[config.mk]
export PLATFORM = sky130hd
export DESIGN_NAME = maint_cfg_responder
export DESIGN_NICKNAME = d
export VERILOG_FILES = /design/src/rtl/maint_cfg_responder.sv
export SDC_FILE = /design/constraint.sdc
export NUM_CORES = 1
export LEC_CHECK = 0
export BUFFER_PORTS_ARGS = -buffer_cell sky130_fd_sc_hd__buf_2
export CORE_MARGIN = 10
export CORE_UTILIZATION = 59
export DETAILED_ROUTE_END_ITERATION = 7
export HOLD_SLACK_MARGIN = 0.02
export PLACE_DENSITY = 0.83
export SLEW_MARGIN = 10
export SYNTH_ARGS = -nofsm -noshare
export SYNTH_HDL_FRONTEND = slang
export SYNTH_SLANG_ARGS = --single-unit
[constraint.sdc]
create_clock -name clk -period 4.3 [get_ports clk]
set_input_delay 0 -clock clk [delete_from_list [all_inputs] [get_ports clk]]
set_output_delay 0 -clock clk [all_outputs]
set_load 0.03 [all_outputs]
[src/rtl/maint_cfg_responder.sv]
module maint_cfg_responder #(
  parameter logic [15:0] DEV_ID      = 16'h0A51,
  parameter logic [15:0] DEV_VENDOR  = 16'h7C02,
  parameter logic [31:0] DEV_REV     = 32'h0001_0203,
  parameter logic [15:0] ASSY_ID     = 16'h3344,
  parameter logic [15:0] ASSY_VENDOR = 16'h5566,
  parameter logic [15:0] ASSY_REV    = 16'h0789
) (
  input  logic        clk,
  input  logic        rst_n,
  input  logic        in_empty,
  input  logic [31:0] in_word,
  output logic        in_next,
  output logic        in_done,
  input  logic        out_full,
  output logic        out_push,
  output logic        out_commit,
  output logic [31:0] out_data
);

  localparam int          OFF_W    = 21;
  localparam logic [3:0]  CLS_MNT  = 4'h8;
  localparam logic [3:0]  TT_RD    = 4'b0000;
  localparam logic [3:0]  TT_RESP  = 4'b0010;
  localparam logic [3:0]  SZ_ONE   = 4'b1000;
  localparam logic [7:0]  HOP_OUT  = 8'hFF;

  typedef enum logic [3:0] {
    S_IDLE, S_CAP0, S_CAP1, S_CAP2,
    S_SEND0, S_SEND1, S_SEND2, S_SEND3, S_REL
  } st_t;

  st_t             st;
  logic [31:0]     ids;
  logic [3:0]      ttype, size, cls;
  logic [7:0]      tid;
  logic [OFF_W-1:0] off;
  logic            wptr;
  logic [31:0]     hi_w, lo_w, hi_raw, lo_raw;
  logic            req_ok;

  assign req_ok = (cls == CLS_MNT) && (ttype == TT_RD) && (size == SZ_ONE);

  assign in_next    = (st == S_CAP0) || (st == S_CAP1) || (st == S_CAP2);
  assign in_done    = (st == S_REL);
  assign out_push   = ((st == S_SEND0) || (st == S_SEND1) ||
                       (st == S_SEND2) || (st == S_SEND3)) && !out_full;
  assign out_commit = (st == S_SEND3) && !out_full;

  always_comb begin
    case (off)
      21'd0:   begin hi_raw = {DEV_ID, DEV_VENDOR};  lo_raw = DEV_REV;            end
      21'd1:   begin hi_raw = {ASSY_ID, ASSY_VENDOR}; lo_raw = {ASSY_REV, 16'h0}; end
      default: begin hi_raw = 32'h0;                  lo_raw = 32'h0;             end
    endcase
  end

  assign hi_w = wptr ? 32'h0 : hi_raw;
  assign lo_w = wptr ? lo_raw : 32'h0;

  always_comb begin
    case (st)
      S_SEND0: out_data = {ids[15:0], ids[31:16]};
      S_SEND1: out_data = {TT_RESP, 4'b0000, tid, HOP_OUT, CLS_MNT, 4'h0};
      S_SEND2: out_data = hi_w;
      S_SEND3: out_data = lo_w;
      default: out_data = 32'h0;
    endcase
  end

  always_ff @(posedge clk or negedge rst_n) begin
    if (!rst_n) begin
      st    <= S_IDLE;
      ids   <= '0;
      ttype <= '0;
      size  <= '0;
      cls   <= '0;
      tid   <= '0;
      off   <= '0;
      wptr  <= 1'b0;
    end else begin
      case (st)
        S_IDLE: if (!in_empty) st <= S_CAP0;
        S_CAP0: begin
          ids <= in_word;
          st  <= S_CAP1;
        end
        S_CAP1: begin
          ttype <= in_word[31:28];
          size  <= in_word[27:24];
          tid   <= in_word[23:16];
          cls   <= in_word[7:4];
          st    <= S_CAP2;
        end
        S_CAP2: begin
          off  <= in_word[31:11];
          wptr <= in_word[10];
          st   <= req_ok ? S_SEND0 : S_REL;
        end
        S_SEND0: if (!out_full) st <= S_SEND1;
        S_SEND1: if (!out_full) st <= S_SEND2;
        S_SEND2: if (!out_full) st <= S_SEND3;
        S_SEND3: if (!out_full) st <= S_REL;
        S_REL:   st <= S_IDLE;
        default: st <= S_IDLE;
      endcase
    end
  end

endmodule

==> flow_summary_export.csv <==
group,metric,value,unit
run_status,status,"completed",
floorplanning,core_area,5890,sq um
logic_synthesis,synth.cell_area,3540,sq um
clock_tree,clockBufferDepth,2,
clock_tree,root_buffer,"clkbuf_8",
worst_hold_path,min_from,"in_empty",
timing,worstMarginPinSlew,1110,ps
power_and_ir_drop,sw_frac_of_total,31.4,%
timing,period_minus_slack,2790,ps
placement,post_dp_cell_area,3930,sq um
setup_path,crit_start,"st[2]",
power_and_ir_drop,seqPwrFrac,49.0,%
global_routing,track_usage,18.4,%
global_routing,antenna_found_initial,0,
logic_synthesis,synth_compound_area_share,6.26,%
global_routing,grt_max_degree,79,
power_and_ir_drop,p_clk_share,18.9,%
floorplanning,ios,72,
setup_path,r2r_slack,1870,ps
setup_path,arrival,2790,ps
clock_tree,clk_pin_slew,80,ps
route,ant_nets,0,
clock_tree,clock-sinks,78,
setup_path,crit_chain,"nand2b_1 > nor2_1 > a22oi_1 > o21ai_1 > buf_2",
logic_synthesis,synth-async-reset-ratio,100,%
setup_path,path_max_fanout,13,
logic_synthesis,synth_enable_flop_cells,0,
cells_and_area,drive_above_1_share,43.9,%
timing,finalSetupViolations,0,
power_and_ir_drop,p_int,1.93,mW
floorplanning,die_x,97.4,um
setup_path,critPathLaunchType,"register",
timing,rsz0062_at_grt,"no",
worst_hold_path,hold_class,"input port to register",
logic_synthesis,syn_inst,280,
logic_synthesis,synthMuxAreaShare,23.6,%
route,vias,2621,
logic_synthesis,ys_ff_latch,78,
power_and_ir_drop,ir_drop,0.327,mV
power_and_ir_drop,total_leakage_power,2.06,nW
cells_and_area,fillers,401,
worst_hold_path,min_path_cells,4,
setup_path,cp_slowest_cell,"nor2_1",
placement,placed_cells,412,
clock_tree,cts_tree,"yes",
route,drt_iter0_drc,134,
floorplanning,die_area,9490,sq um
cells_and_area,final_cell_mix,"dfrtp_1 (78), mux2_2 (73), buf_2 (70)",
timing,holdWs,29.5,ps
timing,finalWorstSetupSlack,1510,ps
placement,dp_slack,1900,ps
timing,slew_violations,0,
cells_and_area,postLayoutCoreUtil,75.7,%
cells_and_area,fin_nets,418,
timing,hold_viol,0,
logic_synthesis,synth-simple-area-share,12.1,%
cells_and_area,fin_area,4460,sq um
floorplanning,fp.dieH,97.4,um
setup_path,rr_startpoint,"st[0]",
timing,period_share,65.0,%
logic_synthesis,synth_xor_area_share,0.248,%
setup_path,critPathMaxStageDelay,930,ps
setup_path,worst-setup-path-type,"register to primary output",
clock_tree,clk_latency,350,ps
route,first_pass_iters,4,
logic_synthesis,synth_top_family_by_area,"multiplexers",
placement,hpwl,5750,um
job,maxCapViolations,0,
timing,finClkSkew,15.3,ps
timing,tns,0,ps
power_and_ir_drop,p_sw,0.887,mW
logic_synthesis,avgSynthCellArea,12.6,sq um
global_routing,gr-total-overflow,0,
global_routing,grt_first_pass_wirelength,14300,um
route,drt_wl_total,8650,um
timing,slew_headroom,25.8,%
cells_and_area,antennaDiodeCount,0,
clock_tree,h-tree-depth,3,
route,vias_per_cell,5.67,
setup_path,reg2regPathDepth,4,
power_and_ir_drop,power,2.82,mW
route,wl_per_cell,18.7,um
global_routing,grt_pass1_vias,2777,
route,drc,0,
cells_and_area,area_growth,26.1,%
logic_synthesis,yosysUniqueCellTypes,41,
floorplanning,start_util,60.1,%
power_and_ir_drop,combPwrFrac,32.1,%
timing,timing.fmax,358,MHz
setup_path,end_kind,"primary output",
cells_and_area,post_layout_nonfiller_instances,462,
logic_synthesis,ys_warn_count,0,
logic_synthesis,syn_nets,316,
setup_path,worstPathRequired,4300,ps
placement,routabilityCongestion,0.799,
cells_and_area,final_common_cell,"dfrtp_1",
placement,io_buffers,71,
logic_synthesis,synthFlopType,"dfrtp_1",
logic_synthesis,yosysSeqAreaShare,55.2,%
power_and_ir_drop,pwr_density_cell,632,nW/um^2
floorplanning,row_count,28,
clock_tree,numCtsBuffers,9,
logic_synthesis,synthAdderAreaFrac,0,%
[Yosys cell counts (2+ instances only)]
| cell | count | area share (%) |
|---|---|---|
| nand2_1 | 32 | 3.4 |
| clkbuf_1 | 2 | 0.21 |
| dfrtp_1 | 78 | 55 |
| buf_2 | 8 | 1.1 |
| a21oi_1 | 7 | 0.99 |
| mux2_2 | 73 | 23 |
| o21ai_1 | 7 | 0.99 |
| nor4_1 | 3 | 0.53 |
| o31ai_1 | 2 | 0.42 |
| nand2b_1 | 3 | 0.53 |
| nor3_4 | 2 | 0.92 |
| nor4b_1 | 4 | 0.99 |
| nor2_1 | 8 | 0.85 |
| and3_1 | 5 | 0.88 |
| a22oi_1 | 5 | 1.1 |
| nor3_1 | 5 | 0.71 |
| o21ai_0 | 5 | 0.71 |
| a22o_1 | 2 | 0.50 |
| nor3_2 | 2 | 0.57 |
| buf_4 | 5 | 1.1 |
| o211ai_1 | 2 | 0.42 |
[timing repair]
item	CTS	global route
gates resized for setup	0	0
buffers inserted	0	0
endpoints found under the hold margin	153	0
hold buffers	34	0
[kinds of logic (layout without fill, tap and decap cells)]
group,count (synthesis),in the layout
buffers and inverters,17,124
AOI/OAI and AO/OA,35,35
DFF,78,78
and+or+nand+nor,75,75
muxes,74,74
xor gates and xnor gates,1,1
[final timing paths]
kind / to
worst max register to register: ids[13]
worst max-delay path: out_data[20]
min in group asynchronous: st[1]
worst min register to register: ids[20]
worst min-delay path: st[0]
max in group asynchronous: ids[16]
[metal layers]
layer | part of all wire (%) | track usage, % | vias to the layer above | wire length, um
li1 | - | - | 1222 | -
met1 | 42 | 22.5 | 1297 | 3670
met2 | 51 | 30.4 | 88 | 4380
met3 | 5.2 | 4.91 | 14 | 446
met4 | 1.8 | 6.71 | 0 | 159
met5 | 0 | 0 | - | 0
[flip-flops by register name (all words and copies together) (netlist names)]
| signal | cells |
|---|---|
| size | 4 |
| ttype | 4 |
| wptr | 1 |
| off | 21 |
| ids | 32 |
| cls | 4 |
| st | 4 |
| tid | 8 |
[cell type report]
class / instances / area [sq um] / area share, %
sequential: 78 / 1950 / 43.8
multi-input combinational: 185 / 1500 / 33.7
timing repair buffer: 107 / 713 / 16.0
clock buffer: 13 / 149 / 3.34
tap: 75 / 93.8 / 2.10
clock inverter: 3 / 43.8 / 0.982
inverter: 1 / 3.75 / 0.0842
[worst max-delay path: cells and delay by family, from the launching register on]
family	cells	cell delay, ps
AOI/OAI and AO/OA	2	300
DFF	1	660
buffers and inverters	1	220
and+or+nand+nor	2	1260
[power by group through the flow]
stage	Sequential [mW]	Combinational, mW	Clock, mW
finish	1.38	0.905	0.534
global route	1.43	0.979	0.575
CTS	1.37	0.908	0.541
detailed placement	1.38	0.874	0
global placement	1.36	0.835	0
floorplan	1.26	0.785	0
(Power assumes the default switching activity.)
